### config.mk
export PLATFORM = sky130hd
export DESIGN_NAME = fbr_burst_reader
export DESIGN_NICKNAME = d
export VERILOG_FILES = /design/src/rtl/fbr_pkg.sv /design/src/rtl/fbr_sync_fifo.sv /design/src/rtl/fbr_addr_gen.sv /design/src/rtl/fbr_burst_fsm.sv /design/src/rtl/fbr_burst_reader.sv
export SDC_FILE = /design/constraint.sdc
export NUM_CORES = 1
export LEC_CHECK = 0
export CORE_MARGIN = 2
export CORE_UTILIZATION = 40
export DETAILED_ROUTE_END_ITERATION = 6
export PLACE_DENSITY = 0.56
export SLEW_MARGIN = 20
export SYNTH_ARGS = -nofsm -noshare
export SYNTH_HDL_FRONTEND = slang
export SYNTH_HIERARCHICAL = 1
export SYNTH_SLANG_ARGS = --single-unit
### constraint.sdc
create_clock -name clk -period 3.7 [get_ports clk]
set_clock_uncertainty 0.15 [all_clocks]
set_input_delay 0.925 -clock clk [delete_from_list [all_inputs] [get_ports clk]]
set_output_delay 0.925 -clock clk [all_outputs]
set_load 0.005 [all_outputs]
### src/rtl/fbr_pkg.sv
`timescale 1ns/1ps
package fbr_pkg;

   typedef enum logic [1:0] {
      FS_IDLE = 2'd0,
      FS_REQ  = 2'd1,
      FS_DATA = 2'd2
   } fbr_state_e;

   function automatic bit fbr_is_pow2(input int v);
      return (v > 0) && ((v & (v - 1)) == 0);
   endfunction

endpackage

### src/rtl/fbr_sync_fifo.sv
`timescale 1ns/1ps
module fbr_sync_fifo #(
   parameter int DATA_W = 32,
   parameter int DEPTH  = 32
) (
   input  logic                         clk,
   input  logic                         rst_n,
   input  logic                         wr_en,
   input  logic [DATA_W-1:0]            wr_data,
   input  logic                         rd_en,
   output logic [DATA_W-1:0]            rd_data,
   output logic                         empty,
   output logic                         full,
   output logic [$clog2(DEPTH+1)-1:0]   free_cnt
);
   localparam int PTR_W = (DEPTH > 1) ? $clog2(DEPTH) : 1;
   localparam int CNT_W = $clog2(DEPTH + 1);

   logic [DATA_W-1:0] store [DEPTH];
   logic [PTR_W-1:0]  wr_ptr, rd_ptr, wr_nxt, rd_nxt;
   logic [CNT_W-1:0]  fill;
   logic              wr_ok, rd_ok;

   assign empty    = (fill == '0);
   assign full     = (fill == CNT_W'(DEPTH));
   assign free_cnt = CNT_W'(DEPTH) - fill;
   assign wr_ok    = wr_en && !full;
   assign rd_ok    = rd_en && !empty;
   assign rd_data  = store[rd_ptr];

   generate
      if (fbr_pkg::fbr_is_pow2(DEPTH)) begin : g_wrap_natural
         assign wr_nxt = wr_ptr + 1'b1;
         assign rd_nxt = rd_ptr + 1'b1;
      end else begin : g_wrap_compare
         assign wr_nxt = (wr_ptr == PTR_W'(DEPTH - 1)) ? '0 : wr_ptr + 1'b1;
         assign rd_nxt = (rd_ptr == PTR_W'(DEPTH - 1)) ? '0 : rd_ptr + 1'b1;
      end
   endgenerate

   always_ff @(posedge clk) begin
      if (wr_ok) store[wr_ptr] <= wr_data;
   end

   always_ff @(posedge clk) begin
      if (!rst_n) begin
         wr_ptr <= '0;
         rd_ptr <= '0;
         fill   <= '0;
      end else begin
         if (wr_ok) wr_ptr <= wr_nxt;
         if (rd_ok) rd_ptr <= rd_nxt;
         case ({wr_ok, rd_ok})
            2'b10:   fill <= fill + 1'b1;
            2'b01:   fill <= fill - 1'b1;
            default: fill <= fill;
         endcase
      end
   end
endmodule

### src/rtl/fbr_addr_gen.sv
`timescale 1ns/1ps
module fbr_addr_gen #(
   parameter int ADDR_W         = 32,
   parameter int LEN_W          = 17,
   parameter int BURST_LEN      = 8,
   parameter int BYTES_PER_BEAT = 4,
   parameter int BC_W           = 4
) (
   input  logic              clk,
   input  logic              rst_n,
   input  logic              load,
   input  logic [ADDR_W-1:0] load_addr,
   input  logic [LEN_W-1:0]  load_len,
   input  logic              advance,
   input  logic [BC_W-1:0]   adv_beats,
   output logic [ADDR_W-1:0] cur_addr,
   output logic              has_work,
   output logic [BC_W-1:0]   next_beats
);
   logic [LEN_W-1:0]  remain;
   logic [ADDR_W-1:0] step_bytes;

   generate
      if (fbr_pkg::fbr_is_pow2(BYTES_PER_BEAT)) begin : g_step_shift
         assign step_bytes = ADDR_W'(adv_beats) << $clog2(BYTES_PER_BEAT);
      end else begin : g_step_mult
         assign step_bytes = ADDR_W'(adv_beats) * ADDR_W'(BYTES_PER_BEAT);
      end
   endgenerate

   assign has_work   = (remain != '0);
   assign next_beats = (remain >= LEN_W'(BURST_LEN)) ? BC_W'(BURST_LEN)
                                                    : remain[BC_W-1:0];

   always_ff @(posedge clk) begin
      if (!rst_n) begin
         cur_addr <= '0;
         remain   <= '0;
      end else if (load) begin
         cur_addr <= load_addr;
         remain   <= load_len;
      end else if (advance) begin
         cur_addr <= cur_addr + step_bytes;
         remain   <= remain - LEN_W'(adv_beats);
      end
   end
endmodule

### src/rtl/fbr_burst_fsm.sv
`timescale 1ns/1ps
module fbr_burst_fsm #(
   parameter int BURST_LEN = 8,
   parameter int BC_W      = 4,
   parameter int CNT_W     = 6
) (
   input  logic             clk,
   input  logic             rst_n,
   input  logic             sof,
   input  logic             has_work,
   input  logic [BC_W-1:0]  next_beats,
   input  logic [CNT_W-1:0] fifo_free,
   input  logic             waitreq,
   input  logic             rdvalid,
   output logic             load,
   output logic             accept,
   output logic             rd_req,
   output logic [BC_W-1:0]  beats,
   output logic             push
);
   import fbr_pkg::*;

   fbr_state_e       state;
   logic             sof_pend;
   logic [BC_W-1:0]  left;
   logic             room, issue, last_beat;

   assign room      = (fifo_free >= CNT_W'(BURST_LEN));
   assign load      = (state == FS_IDLE) && sof_pend;
   assign issue     = (state == FS_IDLE) && !sof_pend && has_work && room;
   assign rd_req    = (state == FS_REQ);
   assign accept    = rd_req && !waitreq;
   assign push      = (state == FS_DATA) && rdvalid;
   assign last_beat = push && (left == BC_W'(1));

   always_ff @(posedge clk) begin
      if (!rst_n) sof_pend <= 1'b0;
      else        sof_pend <= (sof_pend && !load) || sof;
   end

   always_ff @(posedge clk) begin
      if (!rst_n) begin
         state <= FS_IDLE;
         beats <= '0;
         left  <= '0;
      end else begin
         case (state)
            FS_IDLE: if (issue) begin
               state <= FS_REQ;
               beats <= next_beats;
            end
            FS_REQ: if (accept) begin
               state <= FS_DATA;
               left  <= beats;
            end
            FS_DATA: if (push) begin
               left <= left - 1'b1;
               if (last_beat) state <= FS_IDLE;
            end
            default: state <= FS_IDLE;
         endcase
      end
   end
endmodule

### src/rtl/fbr_burst_reader.sv
`timescale 1ns/1ps
module fbr_burst_reader #(
   parameter int ADDR_W     = 32,
   parameter int DATA_W     = 32,
   parameter int LEN_W      = 17,
   parameter int BURST_LEN  = 8,
   parameter int FIFO_DEPTH = 32,
   localparam int BC_W      = $clog2(BURST_LEN + 1),
   localparam int BE_W      = DATA_W / 8
) (
   input  logic              clk,
   input  logic              rst_n,
   input  logic              frame_start,
   input  logic [ADDR_W-1:0] base_addr,
   input  logic [LEN_W-1:0]  frame_pixels,
   output logic [ADDR_W-1:0] mm_address,
   output logic              mm_read,
   output logic [BC_W-1:0]   mm_burstcount,
   output logic [BE_W-1:0]   mm_byteenable,
   input  logic              mm_waitrequest,
   input  logic [DATA_W-1:0] mm_readdata,
   input  logic              mm_readdatavalid,
   input  logic              pix_rd,
   output logic [DATA_W-1:0] pix_data,
   output logic              pix_avail
);
   localparam int CNT_W = $clog2(FIFO_DEPTH + 1);

   generate
      if (BURST_LEN < 1 || BURST_LEN > FIFO_DEPTH) begin : g_bad_burst
         $error("BURST_LEN must lie in 1..FIFO_DEPTH");
      end
      if (DATA_W % 8 != 0) begin : g_bad_data
         $error("DATA_W must be a whole number of bytes");
      end
      if (LEN_W < BC_W) begin : g_bad_len
         $error("LEN_W too narrow for a burst count");
      end
   endgenerate

   logic             load, accept, push, has_work, fifo_empty, fifo_full;
   logic [BC_W-1:0]  next_beats, beats;
   logic [CNT_W-1:0] fifo_free;

   fbr_addr_gen #(
      .ADDR_W(ADDR_W), .LEN_W(LEN_W), .BURST_LEN(BURST_LEN),
      .BYTES_PER_BEAT(BE_W), .BC_W(BC_W)
   ) u_addr (
      .clk(clk), .rst_n(rst_n),
      .load(load), .load_addr(base_addr), .load_len(frame_pixels),
      .advance(accept), .adv_beats(beats),
      .cur_addr(mm_address), .has_work(has_work), .next_beats(next_beats)
   );

   fbr_burst_fsm #(
      .BURST_LEN(BURST_LEN), .BC_W(BC_W), .CNT_W(CNT_W)
   ) u_fsm (
      .clk(clk), .rst_n(rst_n),
      .sof(frame_start), .has_work(has_work), .next_beats(next_beats),
      .fifo_free(fifo_free), .waitreq(mm_waitrequest), .rdvalid(mm_readdatavalid),
      .load(load), .accept(accept), .rd_req(mm_read), .beats(beats), .push(push)
   );

   fbr_sync_fifo #(
      .DATA_W(DATA_W), .DEPTH(FIFO_DEPTH)
   ) u_fifo (
      .clk(clk), .rst_n(rst_n),
      .wr_en(push), .wr_data(mm_readdata),
      .rd_en(pix_rd), .rd_data(pix_data),
      .empty(fifo_empty), .full(fifo_full), .free_cnt(fifo_free)
   );

   assign mm_burstcount = beats;
   assign mm_byteenable = '1;
   assign pix_avail     = !fifo_empty;
endmodule

## After elaboration in Yosys (flattened, before gate mapping)

Memory sizes are Yosys's and may differ from the RTL's. A register that Yosys moved wholly into a read port is not among the register bits.
Index checks and enable logic that the tools add are counted.

| word-level totals | value |
|---|---|
| memories | 1 |
| output and inout bits | 74 |
| register bits after elaboration | 76 |
| logic and storage cells | 73 |
| input port bits | 87 |
| memory bits (writable) | 1024 |

Memory list:

| name | words | width | rd ports | clocked after memory_dff | write ports | RTL line | text |
|---|---|---|---|---|---|---|---|
| u_fifo.store | 32 | 32 | 1 | 1 | 1 | fbr_sync_fifo.sv:19 | `logic [DATA_W-1:0] store [DEPTH];` |

| cells by class | value |
|---|---|
| magnitude comparators | 2 |
| add/sub/neg operators | 8 |
| reductions and logical operators | 25 |
| mux-type cells | 18 |
| eq/ne operators | 10 |

Operators with widths:

| kind | number |
|---|---|
| 2-to-1 mux 32 bit | 2 |
| 2-to-1 mux 17 bit | 2 |
| adder 32 x 6 -> 32 bit | 1 |
| greater-or-equal comparator 17 x 4 -> 1 bit (second input constant) | 1 |
| nonzero test 17 bit | 1 |
| subtractor 17 x 4 -> 17 bit | 1 |
| 2-to-1 mux 4 bit | 3 |
| one-hot mux 6 bit (2 select lines) | 1 |
| adder 5 x 1 -> 5 bit (second input constant) | 2 |
| logical AND 1 bit | 10 |
| 2-to-1 mux 5 bit | 2 |
| 2-to-1 mux 2 bit | 4 |
| one-hot mux 4 bit (2 select lines) | 1 |
| adder 6 x 1 -> 6 bit (second input constant) | 1 |
| equality test 6 bit (second input constant) | 1 |
| greater-or-equal comparator 6 x 4 -> 1 bit (second input constant) | 1 |
| zero test 6 bit | 1 |
| != test 2 x 1 -> 1 bit (second input constant) | 3 |
| one-hot mux 2 bit (3 select lines) | 1 |
| nonzero test 2 bit | 3 |
| subtractor 6 x 1 -> 6 bit (second input constant) | 1 |
| subtractor 6 bit (first input constant) | 1 |
| zero test 1 bit | 5 |
| equality test 2 x 1 -> 1 bit (second input constant) | 2 |
| other kinds (10) | 12 |

## Depth between registers and ports, before layout

Gate-level depths: netlist (run 1).

| depth | value |
|---|---|
| word-level depth | 6 |
| depth in mapped cells | 15 |
| gate-level depth less buffers | 12 |

## By module

Netlist (run 1), hierarchy kept.

Modules (own cells, without submodules):

| module | sequential area each (um^2) | instances | cells each | area each (um^2) |
|---|---|---|---|---|
| fbr_sync_fifo | 31169.9 | 1 | 2069 | 40466.3 |
| fbr_addr_gen | 980.9 | 1 | 348 | 2816.5 |
| fbr_burst_fsm | 220.2 | 1 | 72 | 605.6 |
| fbr_burst_reader | 0.0 | 1 | 6 | 37.5 |

## Worst setup path before layout (run 1)

No wires, ideal clock.

| path | value |
|---|---|
| kind | input port to flip-flop |
| start point | input mm_readdatavalid |
| end point | memory u_fifo.store[30][0] (enable) |
| path slack | -102 ps |
| stages | 5 |
| path buffers | 0 |
| required time | 3129 ps |
| data arrival time | 3231 ps |
| library setup time | 421 ps |
| cells stage by stage | nand3b_1 -> clkinv_1 -> a21boi_1 -> nand2_1 -> nor2_1 |

| on the way | value |
|---|---|
| word-level cells in the longest chain between the ends | 4 |

RTL lines:

| what | RTL line | text |
|---|---|---|
| start: declaration | fbr_burst_reader.sv:22 | `input logic mm_readdatavalid,` |
| logical AND 1 bit | fbr_burst_fsm.sv:33 | `assign push = (state == FS_DATA) && rdvalid;` |
| net push | fbr_burst_reader.sv:41 | `logic load, accept, push, has_work, fifo_empty, fifo_full;` |
| logical AND 1 bit | fbr_sync_fifo.sv:27 | `assign wr_ok = wr_en && !full;` |
| 2-to-1 mux 1 bit | fbr_sync_fifo.sv:42 | `if (wr_ok) store[wr_ptr] <= wr_data;` |
| 2-to-1 mux 1 bit (implied by the code) | fbr_sync_fifo.sv:42 |  |
| end: declaration | fbr_sync_fifo.sv:19 |  |

The timed path passes the listed nets, and every way through them passes these cells.

==> results of run 1 <==
==> how the worst min path moves through the flow <==
stage	startpoint	end	slack (ps)	depth (start not counted)
2_1_floorplan	u_fsm/left[1]$_SDFFE_PN0P_	u_fsm/left[1]$_SDFFE_PN0P_	310	2
3_3_place_gp	u_fsm/left[1]$_SDFFE_PN0P_	u_fsm/left[1]$_SDFFE_PN0P_	320	2
3_5_place_dp	u_fsm/left[1]$_SDFFE_PN0P_	u_fsm/left[1]$_SDFFE_PN0P_	330	2
4_1_cts	u_fsm/left[1]$_SDFFE_PN0P_	u_fsm/left[1]$_SDFFE_PN0P_	340	2
5_1_grt	u_fsm/left[1]$_SDFFE_PN0P_	u_fsm/left[1]$_SDFFE_PN0P_	370	2
6_report	u_fsm/left[1]$_SDFFE_PN0P_	u_fsm/left[1]$_SDFFE_PN0P_	340	2
==> cells in the final DEF, fill, tap and decap left out, types with 17 or more instances in the layout <==
cell and n:
edfxtp_1 1024, mux2_2 192, buf_4 131, mux4_2 128, clkdlybuf4s50_1 120, clkbuf_16 117
buf_12 95, o21ai_0 82, nor3_1 82, dfxtp_1 79, a211oi_1 75, nor2b_1 70
o22ai_1 66, a22o_1 64, buf_6 54, nor2_1 50, a21oi_1 48, nor2_4 35
or4_4 34, nand2_1 29, xnor2_1 28, clkbuf_1 27, inv_1 23, clkinv_1 22
xor2_1 21, nand3_1 20, o21ai_1 20, ha_1 19, bufinv_16 17, nand4_1 17
==> critical path: stages, from the launching register on <==
cell and delay (ps):
dfxtp_4 370, buf_12 180, buf_12 160, buf_12 130
buf_12 110, mux4_2 480, a22o_1 220, or4_4 540
buf_6 130
==> sequential cells by signal (all words and copies together), names as in the netlist, 2 cells and up, named ones only <==
name,flops
u_addr/cur_addr,32
u_addr/remain,17
u_fifo/fill,6
u_fifo/rd_ptr,5
u_fifo/store,1024
u_fifo/wr_ptr,5
u_fsm/beats,4
u_fsm/left,4
u_fsm/state,2
==> stage by stage <==
stage                     hold slack [ps]  util, %  setup WS [ps]  instance area, sq um
after floorplan                     306.6        -         -101.8                 43920
after global placement              321.2    45.38         -27.63                 49400
after detailed placement            328.7    45.38         -37.01                 49400
after CTS                           337.4    50.04         -486.8                 54470
after global routing                365.2    50.09         -494.9                 54530
final                               344.3    50.09         -417.6                 54530
==> layout make-up <==
| cell class | count | area share (%) |
|---|---|---|
| Multi-Input combinational cell | 1210 | 20.62 |
| Sequential cell | 1105 | 59.38 |
| Antenna cell | 3 | 0.01377 |
| Timing Repair Buffer | 424 | 9.545 |
| Inverter | 28 | 0.1927 |
| Clock inverter | 65 | 1.547 |
| Tap cell | 1414 | 3.244 |
| Clock buffer | 142 | 5.463 |
==> power groups by stage <==
stage	combinational [mW]	sequential, mW	clock (mW)
5_1_grt	4.59	14.0	12.3
6_report	4.29	14.0	11.7
3_5_place_dp	3.69	14.3	0
3_3_place_gp	3.61	14.3	0
4_1_cts	4.29	14.0	11.9
2_1_floorplan	2.17	14.2	0
==> timing repair <==
item | CTS | global route
gates cloned | 13 | 2
gates resized for setup | 243 | 36
setup endpoints to repair | 33 | 32
pin swaps | 43 | 31
setup buffers | 49 | 10
==> routing by layer <==
| layer | global-route usage (%) | vias up | wire length, microns |
|---|---|---|---|
| li1 | - | 10830 | - |
| met1 | 28.89 | 12860 | 51090 |
| met2 | 35.36 | 930 | 58680 |
| met3 | 4.123 | 183 | 8199 |
| met4 | 6.183 | 6 | 2942 |
| met5 | 0 | - | 37 |
==> flow_metrics.py, run 1 <==
metrics = {
    "power": {
        "p_switching_mw": 7.034,
        "seqPwrFrac_pct": 46.8,
        "pwr_density_cell_nw_per_um2": 550.0,
        "vdd_drop_max_v": 0.0004340,
        "finalPower_mw": 29.99,
        "switching_share_pct": 23.45,
        "combPwrFrac_pct": 14.3,
        "p_clk_share_pct": 38.9,
        "p_leak_nw": 17.44,
        "internal_power_mw": 22.96,
    },
    "critical_path": {
        "worstSetupPathType": "reg -> out",
        "crit_required_ps": 2620,
        "cp.arrival_ps": 3040,
        "path_max_fanout": 8,
        "r2r_slack_ps": 340,
        "r2r-end": "u_fifo/fill[4]$_SDFFE_PN0P_",
        "cp-endpoint": "pix_data[0]",
        "setup.worst_path.start_class": "flop",
        "worst_setup_path_end_kind": "primary output",
        "r2r.worst_path.cells": 12,
        "r2r_start": "u_fifo/fill[0]$_SDFFE_PN0P_",
    },
    "synthesis": {
        "syn_area_per_cell_sq_um": 17.62,
        "synth_area_sq_um": 43910,
        "yosys_warnings": 6,
        "netlist_instances": 2492,
    },
    "flow_run": {
        "maxCapViolCount": 0,
    },
    "clock_network": {
        "htree_levels": 3,
        "clk_latency_ps": 700,
        "cts_buffers": 114,
        "cts_tree": "done",
        "clk_path_buf_depth": 3,
        "clkTransAtPathRegs_ps": 60,
        "clockRootBuffer": "clkbuf_16",
        "cts_sinks": 1105,
        "cts_hold_repair.buffers": 0,
    },
    "status": {
        "violations": "negative setup slack",
        "status": "finished with violations",
    },
    "layout": {
        "layout-drive-gt1-share_pct": 29.99,
        "syn_to_final_growth_pct": 24.20,
        "multi_input_area_sq_um": 11240,
        "layout.nets": 2991,
        "fillers": 8735,
        "finalNonFillerCells": 4391,
        "seq_area_sq_um": 32380,
    },
    "timing": {
        "worst_pin_slew_ps": 1053,
        "hold_viol": 0,
        "finalMaxSlewViolations": 0,
        "fin_crit_sh_pct": 111.3,
        "fin_tns_setup_ps": -10580,
        "rsz0062_at_grt": "true",
        "fin_ws_ps": -417.6,
        "max-slew-margin-rel_pct": 29.56,
        "timing.fmax_mhz": 242.9,
        "setup_viol": 32,
        "fin_crit_ps": 4118,
    },
    "drt": {
        "vias_per_cell": 5.650,
        "drt-total-wl_microns": 120900,
        "wl_per_cell_microns": 27.54,
        "drtIter0Drc": 2202,
        "drtPass1Iterations": 5,
        "vias": 24809,
        "detail-route-antenna-nets": 0,
        "drc": 0,
    },
    "global_routing": {
        "grtUsageTotal_pct": 21.42,
        "grt_antenna_before_repair": 7,
        "grt_pass1_wl_microns": 173400,
        "grt_max_degree": 45,
        "grt_overflow": 0,
        "grt_pass1_vias": 25290,
    },
    "place": {
        "port_buffers": 156,
        "place.gp.congestion": 0.8026,
        "hpwlAfterDp_microns": 68700,
        "post-place-cells": 4113,
    },
    "floorplanning": {
        "die_area_sq_um": 112400,
        "initial_core_util_pct": 40.33,
        "die_w_microns": 335.3,
        "rows": 121,
        "die_h_microns": 335.3,
        "ios": 161,
        "core-area_sq_um": 108900,
    },
    "min_path": {
        "hold_path.class": "reg -> reg",
    },
}
Note: power is estimated with default switching activity, not from simulation.
==> run 2, diff against run 1 <==
--- a/config.mk
+++ b/config.mk
@@ -5,7 +5,7 @@
 export SDC_FILE = /design/constraint.sdc
 export NUM_CORES = 1
 export LEC_CHECK = 0
-export CORE_MARGIN = 2
+export CORE_MARGIN = 3
 export CORE_UTILIZATION = 40
 export DETAILED_ROUTE_END_ITERATION = 6
 export PLACE_DENSITY = 0.56
==> run 2 against run 1 <==
Non-clock buffer count increased by 39. Largest power group unchanged. Setup slack gained 33 ps. Total power down 1.1%. First-iteration DRC count grew 3.5%. Maximum frequency grew 0.80%. Worst hold slack improved by 19 ps. The run still ends with negative setup slack left. Routed wire length rose by 5.1%. Sequential power is essentially flat. Critical path depth shrank 1. Highest routed layer unchanged. Combinational power rose by 3%.
==> flow_metrics.py, run 2 (synthesized netlist as in run 1, its figures left out) <==
metrics = {
    "status": {
        "status": "finished with violations",
        "violations": "negative setup slack",
    },
    "min_path": {
        "min_to": "u_addr/cur_addr[1]$_SDFFE_PN0P_",
        "min_from": "u_addr/cur_addr[1]$_SDFFE_PN0P_",
        "min_delay_path_depth": 2,
        "hold_path.class": "reg -> reg",
    },
    "place": {
        "place.gp.congestion": 0.8042,
        "hpwlAfterDp_microns": 69420,
        "port_buffers": 156,
        "placed_area_sq_um": 49400,
    },
    "power": {
        "finalPower_mw": 29.67,
        "p_leak_nw": 17.71,
        "pwr_density_cell_nw_per_um2": 538.9,
        "seqPwrFrac_pct": 47.4,
        "switching_share_pct": 24.10,
        "p_clk_share_pct": 37.7,
        "p_switching_mw": 7.150,
        "vdd_drop_max_v": 0.0004601,
        "internal_power_mw": 22.52,
        "combPwrFrac_pct": 15.0,
    },
    "critical_path": {
        "r2r.worst_path.cells": 12,
        "r2r-end": "u_fifo/fill[4]$_SDFFE_PN0P_",
        "path_max_fanout": 7,
        "worstSetupPathType": "reg -> out",
        "r2r_start": "u_fifo/fill[1]$_SDFFE_PN0P_",
        "r2r_slack_ps": 430,
        "crit_required_ps": 2620,
        "setup.worst_path.start_class": "flop",
        "worst_setup_path_end_kind": "primary output",
        "cp.arrival_ps": 3010,
    },
    "floorplanning": {
        "rows": 120,
        "ios": 161,
        "die_w_microns": 337.3,
        "die_h_microns": 337.3,
        "initial_core_util_pct": 40.67,
        "core-area_sq_um": 108000,
        "die_area_sq_um": 113800,
    },
    "global_routing": {
        "grt_overflow": 0,
        "grtUsageTotal_pct": 22.22,
        "grt_antenna_before_repair": 6,
        "grt_pass1_wl_microns": 181000,
        "grt_max_degree": 47,
        "grt_pass1_vias": 25785,
    },
    "drt": {
        "vias_per_cell": 5.763,
        "detail-route-antenna-nets": 0,
        "drtPass1Iterations": 5,
        "drc": 0,
        "vias": 25512,
        "wl_per_cell_microns": 28.71,
        "drtIter0Drc": 2280,
        "drt-total-wl_microns": 127100,
    },
    "clock_network": {
        "clk_path_buf_depth": 3,
        "cts_tree": "done",
        "cts_buffers": 113,
        "htree_levels": 3,
        "clk_latency_ps": 690,
        "clockRootBuffer": "clkbuf_16",
        "clkTransAtPathRegs_ps": 60,
        "cts_sinks": 1105,
    },
    "timing": {
        "fin_crit_ps": 4085,
        "hold_viol": 0,
        "fin_crit_sh_pct": 110.4,
        "timing.fmax_mhz": 244.8,
        "worst_pin_slew_ps": 1086,
        "finalMaxSlewViolations": 0,
        "rsz0062_at_grt": "true",
        "fin_ws_ps": -384.8,
        "max-slew-margin-rel_pct": 27.35,
        "setup_viol": 32,
        "whs_ps": 363.0,
    },
    "flow_run": {
        "maxCapViolCount": 0,
    },
    "layout": {
        "largest_register_ff_count": 1024,
        "layout.nets": 3029,
        "reg_top3": "u_fifo/store (1024), u_addr/cur_addr (32), u_addr/remain (17)",
        "layout-drive-gt1-share_pct": 31.66,
        "largest_register": "u_fifo/store",
        "syn_to_final_growth_pct": 25.39,
        "mostFrequentLayoutCell": "edfxtp_1",
        "fillers": 8712,
        "final_cell_mix": "1024 x edfxtp_1, 190 x mux2_2, 161 x buf_4",
        "stdcell_area_sq_um": 55050,
    },
}
## run 2: timing repair
item | CTS | global route
pin swaps | 49 | 20
endpoints found under the setup margin | 33 | 32
hold buffers | 0 | 0
buffers inserted | 70 | 13
resized for setup | 257 | 52
cloned | 19 | 3
## run 2: final cells by class
class                           count  area [sq um]  share of cell area, %
Tap cell                         1403          1755                  3.189
Inverter                           28         105.1                 0.1909
Clock inverter                     79         738.2                  1.341
Sequential cell                  1105         32380                  58.82
Timing Repair Buffer              463          5756                  10.45
Clock buffer                      135          2910                  5.286
Antenna cell                        4         10.01                0.01818
Multi-Input combinational cell   1210         11400                  20.70
## run 2: per-stage QoR
| step | utilization [%] | cells | worst slack [ps] | setup TNS (ps) |
|---|---|---|---|---|
| after global routing | 50.99 | 4426 | -461.3 | -13170 |
| after CTS | 50.66 | 4410 | -483.2 | -12610 |
| after global placement | 45.76 | 4109 | -21.47 | -42.13 |
| final | 51.00 | 4427 | -384.8 | -10690 |
| after floorplan | - | 2495 | -101.8 | -76080 |
| after detailed placement | 45.76 | 4109 | -104.9 | -147.6 |
## run 2: per-layer routing
layer	global-route usage [%]	share of wire, %	vias to the layer above
met4	6.678	2.8	6
met1	30.11	42	13371
li1	-	-	10933
met2	36.41	48	1003
met5	0	0.032	-
met3	4.425	7.3	199
## run 2: worst max-delay path, stage by stage, from the launching register on
cell,delay [ps]
dfxtp_4,450
buf_12,150
buf_16,150
buf_12,140
mux4_2,490
a22o_1,240
or4_4,530
buf_6,130
## run 2: worst max-delay path by stage
| stage | from | to | slack (ps) | depth (start not counted) |
|---|---|---|---|---|
| floorplan | mm_readdatavalid | u_fifo/store[30][0]$_DFFE_PP_ | -100 | 5 |
| CTS | flop | pix_data[25] | -480 | 8 |
| finish | flop | pix_data[2] | -380 | 7 |
| global placement | flop | pix_data[1] | -20 | 7 |
| detailed placement | mm_readdatavalid | u_fifo/fill[4]$_SDFFE_PN0P_ | -100 | 12 |
| global route | flop | pix_data[2] | -460 | 7 |
## run 2: power by group through the flow
| stage | registers (mW) | logic [mW] | clock network [mW] |
|---|---|---|---|
| finish | 14.1 | 4.44 | 11.2 |
| global route | 14.1 | 4.76 | 11.9 |
| CTS | 14.1 | 4.35 | 11.4 |
| detailed placement | 14.3 | 3.64 | 0 |
| global placement | 14.3 | 3.58 | 0 |
| floorplan | 14.2 | 2.17 | 0 |
